### src/rtl/xbar_pkg.sv
// Shared helpers for the crossbar switch.
// Assumes: indices are non-negative and below the count they wrap at.
package xbar_pkg;

    // Next position of a rotating pointer over n entries.
    function automatic int unsigned rr_next(input int unsigned idx, input int unsigned n);
        return (idx + 1 >= n) ? 0 : idx + 1;
    endfunction

endpackage

### src/rtl/xbar_req_dec.sv
// Request decoder: turns each input's valid flag and target index into a
// request bit in the column of the addressed output.
// Assumes: targets at or above N_OUT are invalid and raise no request.
module xbar_req_dec #(
    parameter int N_IN  = 4,
    parameter int N_OUT = 4,
    parameter int DST_W = 3
) (
    input  logic [N_IN-1:0]       in_valid,
    input  logic [N_IN*DST_W-1:0] in_dst,
    output logic [N_IN-1:0]       req_col [N_OUT]
);

    // One comparator per crosspoint: row i asks column o.
    for (genvar o = 0; o < N_OUT; o++) begin : g_col
        for (genvar i = 0; i < N_IN; i++) begin : g_row
            assign req_col[o][i] = in_valid[i] &&
                                   (in_dst[i*DST_W +: DST_W] == DST_W'(o));
        end
    end

endmodule

### src/rtl/xbar_rr_arb.sv
// Round-robin arbiter for one output column. Scans the requests starting at
// the pointer and grants the first one found. After a grant the pointer
// moves to the input after the winner.
// Assumes: synchronous active-low reset; the pointer starts at input 0.
module xbar_rr_arb #(
    parameter int N = 4,
    localparam int IDX_W = (N > 1) ? $clog2(N) : 1
) (
    input  logic         clk,
    input  logic         rst_n,
    input  logic [N-1:0] req,
    output logic [N-1:0] gnt
);

    logic [IDX_W-1:0] ptr;
    logic [IDX_W-1:0] win_idx;
    logic             any_gnt;

    // Pick the first requester at or after the pointer, wrapping around.
    always_comb begin
        gnt     = '0;
        win_idx = '0;
        any_gnt = 1'b0;
        for (int k = 0; k < N; k++) begin
            if (!any_gnt && req[(int'(ptr) + k) % N]) begin
                any_gnt                  = 1'b1;
                gnt[(int'(ptr) + k) % N] = 1'b1;
                win_idx                  = IDX_W'((int'(ptr) + k) % N);
            end
        end
    end

    // Move the pointer past the winner whenever a grant is given.
    always_ff @(posedge clk) begin
        if (!rst_n) begin
            ptr <= '0;
        end else if (any_gnt) begin
            ptr <= IDX_W'(xbar_pkg::rr_next(int'(win_idx), N));
        end
    end

    AST_GNT_ONEHOT: assert property (@(posedge clk) disable iff (!rst_n)
        $onehot0(gnt));
    AST_GNT_ONLY_REQ: assert property (@(posedge clk) disable iff (!rst_n)
        (gnt & ~req) == '0);
    AST_REQ_SERVED: assert property (@(posedge clk) disable iff (!rst_n)
        (|req) |-> (|gnt));
    AST_PTR_ROTATES: assert property (@(posedge clk) disable iff (!rst_n)
        (|gnt) |=> (int'(ptr) == int'(xbar_pkg::rr_next(int'($past(win_idx)), N))));

endmodule

### src/rtl/xbar_out_stage.sv
// Output column stage: selects the granted input's word and registers it
// together with a valid flag.
// Assumes: gnt is one-hot or zero; the data register holds when idle.
module xbar_out_stage #(
    parameter int N_IN   = 4,
    parameter int DATA_W = 8
) (
    input  logic                   clk,
    input  logic                   rst_n,
    input  logic [N_IN-1:0]        gnt,
    input  logic [N_IN*DATA_W-1:0] in_data,
    output logic                   out_valid,
    output logic [DATA_W-1:0]      out_data
);

    logic [DATA_W-1:0] sel_data;

    // AND-OR mux over the closed crosspoint of this column.
    always_comb begin
        sel_data = '0;
        for (int i = 0; i < N_IN; i++) begin
            sel_data = sel_data | (in_data[i*DATA_W +: DATA_W] & {DATA_W{gnt[i]}});
        end
    end

    // Register the valid flag every cycle; load data only when granted.
    always_ff @(posedge clk) begin
        if (!rst_n) begin
            out_valid <= 1'b0;
            out_data  <= '0;
        end else begin
            out_valid <= |gnt;
            if (|gnt) begin
                out_data <= sel_data;
            end
        end
    end

    AST_OUT_FOLLOWS_GNT: assert property (@(posedge clk) disable iff (!rst_n)
        (|gnt) |=> out_valid);
    AST_OUT_IDLE: assert property (@(posedge clk) disable iff (!rst_n)
        !(|gnt) |=> !out_valid);
    AST_OUT_DATA_HOLD: assert property (@(posedge clk) disable iff (!rst_n)
        !(|gnt) |=> $stable(out_data));

endmodule

### src/rtl/xbar_switch.sv
// N_IN x N_OUT crossbar with one round-robin arbiter per output column.
// Each cycle every column closes at most one crosspoint. The chosen input
// sees in_accept in that cycle, and the column's output register loads its
// word for the next cycle.
// Assumes: a requester that is not accepted holds in_dst and in_data steady;
// targets at or above N_OUT are ignored.
module xbar_switch #(
    parameter int N_IN   = 4,
    parameter int N_OUT  = 4,
    parameter int DATA_W = 8,
    parameter int DST_W  = $clog2(N_OUT + 1)
) (
    input  logic                    clk,
    input  logic                    rst_n,
    input  logic [N_IN-1:0]         in_valid,
    input  logic [N_IN*DST_W-1:0]   in_dst,
    input  logic [N_IN*DATA_W-1:0]  in_data,
    output logic [N_IN-1:0]         in_accept,
    output logic [N_OUT-1:0]        out_valid,
    output logic [N_OUT*DATA_W-1:0] out_data
);

    logic [N_IN-1:0]  req_col [N_OUT];
    logic [N_IN-1:0]  gnt_col [N_OUT];
    logic [N_OUT-1:0] gnt_row [N_IN];

    xbar_req_dec #(.N_IN(N_IN), .N_OUT(N_OUT), .DST_W(DST_W)) dec_i (
        .in_valid (in_valid),
        .in_dst   (in_dst),
        .req_col  (req_col)
    );

    // One arbiter and one output register per column.
    for (genvar o = 0; o < N_OUT; o++) begin : g_out
        xbar_rr_arb #(.N(N_IN)) arb_i (
            .clk   (clk),
            .rst_n (rst_n),
            .req   (req_col[o]),
            .gnt   (gnt_col[o])
        );

        xbar_out_stage #(.N_IN(N_IN), .DATA_W(DATA_W)) ost_i (
            .clk       (clk),
            .rst_n     (rst_n),
            .gnt       (gnt_col[o]),
            .in_data   (in_data),
            .out_valid (out_valid[o]),
            .out_data  (out_data[o*DATA_W +: DATA_W])
        );
    end

    // Transpose the grants into rows for the accept logic and the row checks.
    for (genvar i = 0; i < N_IN; i++) begin : g_row
        for (genvar o = 0; o < N_OUT; o++) begin : g_bit
            assign gnt_row[i][o] = gnt_col[o][i];
        end

        // An input is accepted when any column closed its crosspoint.
        assign in_accept[i] = |gnt_row[i];

        AST_ROW_SINGLE: assert property (@(posedge clk) disable iff (!rst_n)
            $countones(gnt_row[i]) <= 1);
        AST_BAD_DST_IGNORED: assert property (@(posedge clk) disable iff (!rst_n)
            (in_valid[i] && (int'(in_dst[i*DST_W +: DST_W]) >= N_OUT)) |-> !in_accept[i]);
        AST_ACCEPT_NEEDS_VALID: assert property (@(posedge clk) disable iff (!rst_n)
            !in_valid[i] |-> !in_accept[i]);
    end

endmodule

### config.mk
export PLATFORM = sky130hd
export DESIGN_NAME = xbar_switch
export DESIGN_NICKNAME = d
export VERILOG_FILES = /design/src/rtl/xbar_pkg.sv /design/src/rtl/xbar_req_dec.sv /design/src/rtl/xbar_rr_arb.sv /design/src/rtl/xbar_out_stage.sv /design/src/rtl/xbar_switch.sv
export SDC_FILE = /design/constraint.sdc
export NUM_CORES = 1
export LEC_CHECK = 0
export BUFFER_PORTS_ARGS = -buffer_cell sky130_fd_sc_hd__buf_4
export CORE_MARGIN = 2
export CORE_UTILIZATION = 56
export DETAILED_ROUTE_END_ITERATION = 12
export PLACE_DENSITY = 0.82
export SYNTH_ARGS = -nofsm -noshare
export SYNTH_HDL_FRONTEND = slang
export SYNTH_HIERARCHICAL = 1
export SYNTH_SLANG_ARGS = --single-unit
### constraint.sdc
create_clock -name clk -period 3.9 [get_ports clk]
set_input_delay 0.39 -clock clk [delete_from_list [all_inputs] [get_ports clk]]
set_output_delay 0.39 -clock clk [all_outputs]
set_load 0.02 [all_outputs]
==> summary.txt <==
Status - complete, no violations
Netlist cell types - 62
Antenna violations before repair - 0
Worst-margin pin slew - 0.6925 ns
Core area - 7292 µm²
Die width - 91.19 µm
Synth area leaders - dfxtp_1 21%, a22oi_1 14%, mux4_2 6.9%
Worst Setup End Kind - output port
Skew-Pair Late Insertion Delay - 0.30 ns
Clock root buffer - clkbuf_8
Clock sinks - 44
Post-DP HPWL - 8.866 mm
Clock Power Share - 0.159
DRT antenna net count - 0
Final setup margin - 0.1819 ns
Number of max-cap violations - 0
Finished Cell Area - 4888 µm²
Critical path fanouts, max - 10
Sw Pwr - 0.001122 W
CTS tree - built
Met3 WL - 1.133 mm
Met1 Wirelength - 4.807 mm
Startpoint types - register
FF+latch count, synth - 44
Leakage power figure - 1.827 nW
Die height - 91.19 µm
Nets@finish - 577
Fin cells - 606
CTS HTree Levels - 2
VDD IR max - 0.1704 mV
Io pins - 90
DR WL met2 - 5.647 mm
Post-route clock period utilization - 0.9534
Internal power - 0.001492 W
Cts bufs inserted - 5
Final min period - 3.718 ns
Top_reg_cell synth - dfxtp_1
Clock transition at path regs - 0.09 ns
Global-route wire length before repair - 19.63 mm
Hold Vio Cnt, Final - 0
Clk_skew - 0.005692 ns
Total GRT Usage - 0.2869
Gr ovfl total - 0
Setup TNS - 0 ns
Total number of vias - 4278
RSZ-0062 raised after global routing - no
Row count - 31
Largest net degree at the start of global routing - 48
Die area - 8315 µm²
Slew HR - 0.5371
Register area share after synthesis - 0.2069
Max frequency - 269.0 MHz
Share of layout cells above drive strength 1 - 0.3373
Iteration-0 DRC Markers - 288
Vias in the first global route - 3958
Final wirelength - 12.24 mm
Drt wl/cell - 20.20 µm
Post-synth EDFFs - 0
Area of the multi-input gates - 2948 µm²
Synth top area share - 0.2069
# setup viols final - 0
Register area - 884.6 µm²
Maximum clock insertion buffer count - 2
Top layer reached by signal wires - met4
Number of fill cells in the layout - 623
Mapped Cells - 443
Placed inst area - 4741 µm²
Area Overhead vs Synth - 14.84%
Hold Path Class - input port to register
Syn_nets - 513
Sequential share of power - 0.272
Sw Share - 0.4292
Pwr Density - 534.7 nW/µm²
Comb pwr share - 0.568
Port buffer count - 89
Kind of critical path - register to output port
Via density - 7.059
Initial Util - 0.5837
Cell total after placement - 599
Routability Congestion - 1.043
Worst Path Required - 3.51 ns
Max Slew Vio Count - 0
Mean post-synth cell area - 9.609 µm²
Synth area leader - dfxtp_1
WP data arrival - 3.33 ns
Antenna cell count - 0
FFs w/ async S/R, synth - 0
Post-synthesis cell area - 4257 µm²
DR DRC count - 0
Synthesis Warnings - 6
Drt first pass iters - 6
Pre-CTS setup slack - 0.3039 ns
[cells in the mapped netlist (3+ instances only)]
cell and instances:
a22oi_1 81, dfxtp_1 44, a31oi_1 31, o21ai_0 26, buf_6 21, ha_1 20
nor2_1 20, a221o_1 16, inv_1 16, mux4_2 13, o21ai_1 10, and4bb_2 8
and2_1 7, clkbuf_1 7, a21oi_1 6, buf_2 6, nand2_1 6, nor2b_4 5
a31oi_2 4, and4b_1 4, buf_4 4, buf_8 4, mux2i_1 4, nand3b_1 4
nor4b_2 4, o21ai_2 4, or4_1 4, or4_4 4, a211oi_1 3, mux4_1 3
o2111ai_1 3, o211ai_1 3, or3_4 3
[layer usage]
layer  track usage  up-vias
met3       0.03983       64
li1              -     1934
met4        0.1515        0
met2        0.4722      274
met1        0.3645     2006
met5             0        -
[state kept, by name, indices dropped and copies added (netlist names)]
register	count
g_out.ost_i/out_data	32
g_out.arb_i/ptr	8
g_out.ost_i/out_valid	4
[power groups by stage]
stage / sequential (W) / combinational, W / clock (W)
after global routing: 0.000730 / 0.00160 / 0.000441
after floorplan: 0.000871 / 0.000967 / 0
after detailed placement: 0.000716 / 0.00145 / 0
after CTS: 0.000707 / 0.00146 / 0.000416
after global placement: 0.000712 / 0.00142 / 0
final: 0.000712 / 0.00149 / 0.000417
[cells in the final DEF (no fill, tap or decap), types with 4 or more instances in the layout]
master    count
mux4_2       13
a31oi_2       4
nor2_1       20
inv_1        16
nor4b_2       4
nor2b_4       5
buf_4        99
nand2_1       6
mux2i_1       4
dfxtp_1      41
o21ai_0      26
o21ai_1      10
a221o_1      16
and4bb_2      8
and2_1        7
ha_1         18
a31oi_1      31
clkbuf_8      5
nand3b_1      4
or4_4         4
or4_1         4
o21ai_2       4
a21oi_1       6
a22oi_1      81
and4b_1       4
[repair_timing]
item	in CTS	in global routing
hold buffers	0	0
setup endpoints to repair	1	4
setup buffers	0	0
resized for setup	1	5
[critical path: stages, from the launching register on]
cell and delay (ns):
dfxtp_2 0.42, inv_1 0.12, ha_2 0.45, mux4_2 0.63, a22oi_1 0.23, nor2_1 0.08, a221o_1 0.41, or4_1 0.50
buf_4 0.19
[path summary, 6_finish.rpt]
kind	to	slack, ns	startpoint	cells after the start
worst max-delay path	in_accept[3]	0.18	g_out[1].arb_i/ptr[1]$_SDFFE_PN0P_	8
worst min-delay path	g_out[0].ost_i/out_data[5]$_SDFFE_PN0P_	0.45	in_data[21]	3
worst max register to register	g_out[1].ost_i/out_data[3]$_SDFFE_PN0P_	0.48	g_out[1].arb_i/ptr[1]$_SDFFE_PN0P_	9
worst min register to register	g_out[3].ost_i/out_data[4]$_SDFFE_PN0P_	0.53	g_out[3].ost_i/out_data[4]$_SDFFE_PN0P_	2
[cells by family (layout without fill, tap and decap cells)]
logic type | count (synthesis) | after routing | share of synthesized area
flip-flops | 44 | 44 | 0.2069
AND/OR/NAND/NOR | 93 | 93 | 0.1723
AO/OA/AOI/OAI | 203 | 203 | 0.3504
adder cells (fa/ha/maj) | 20 | 20 | 0.05879
buffers and inverters | 58 | 122 | 0.1041
multiplexers | 21 | 21 | 0.09935
XOR/XNOR | 4 | 4 | 0.008232
[area by class of cell]
type | instances | share of cell area
Clock buffer | 5 | 0.01408
Inverter | 16 | 0.01229
Clock inverter | 2 | 0.01229
Multi-Input combinational cell | 341 | 0.6030
Tap cell | 99 | 0.02534
Timing Repair Buffer | 99 | 0.1520
Sequential cell | 44 | 0.1810
[per-stage QoR]
step	hold WS (ns)	total power, W	utilization
floorplan	0.5108	0.001837	-
detailed placement	0.5134	0.002166	0.6501
finish	0.4549	0.002614	0.6704
CTS	0.4373	0.002579	0.6682
global placement	0.5140	0.002127	0.6501
global route	0.4447	0.002770	0.6704
No activity file was read; power rests on OpenSTA's default activity.
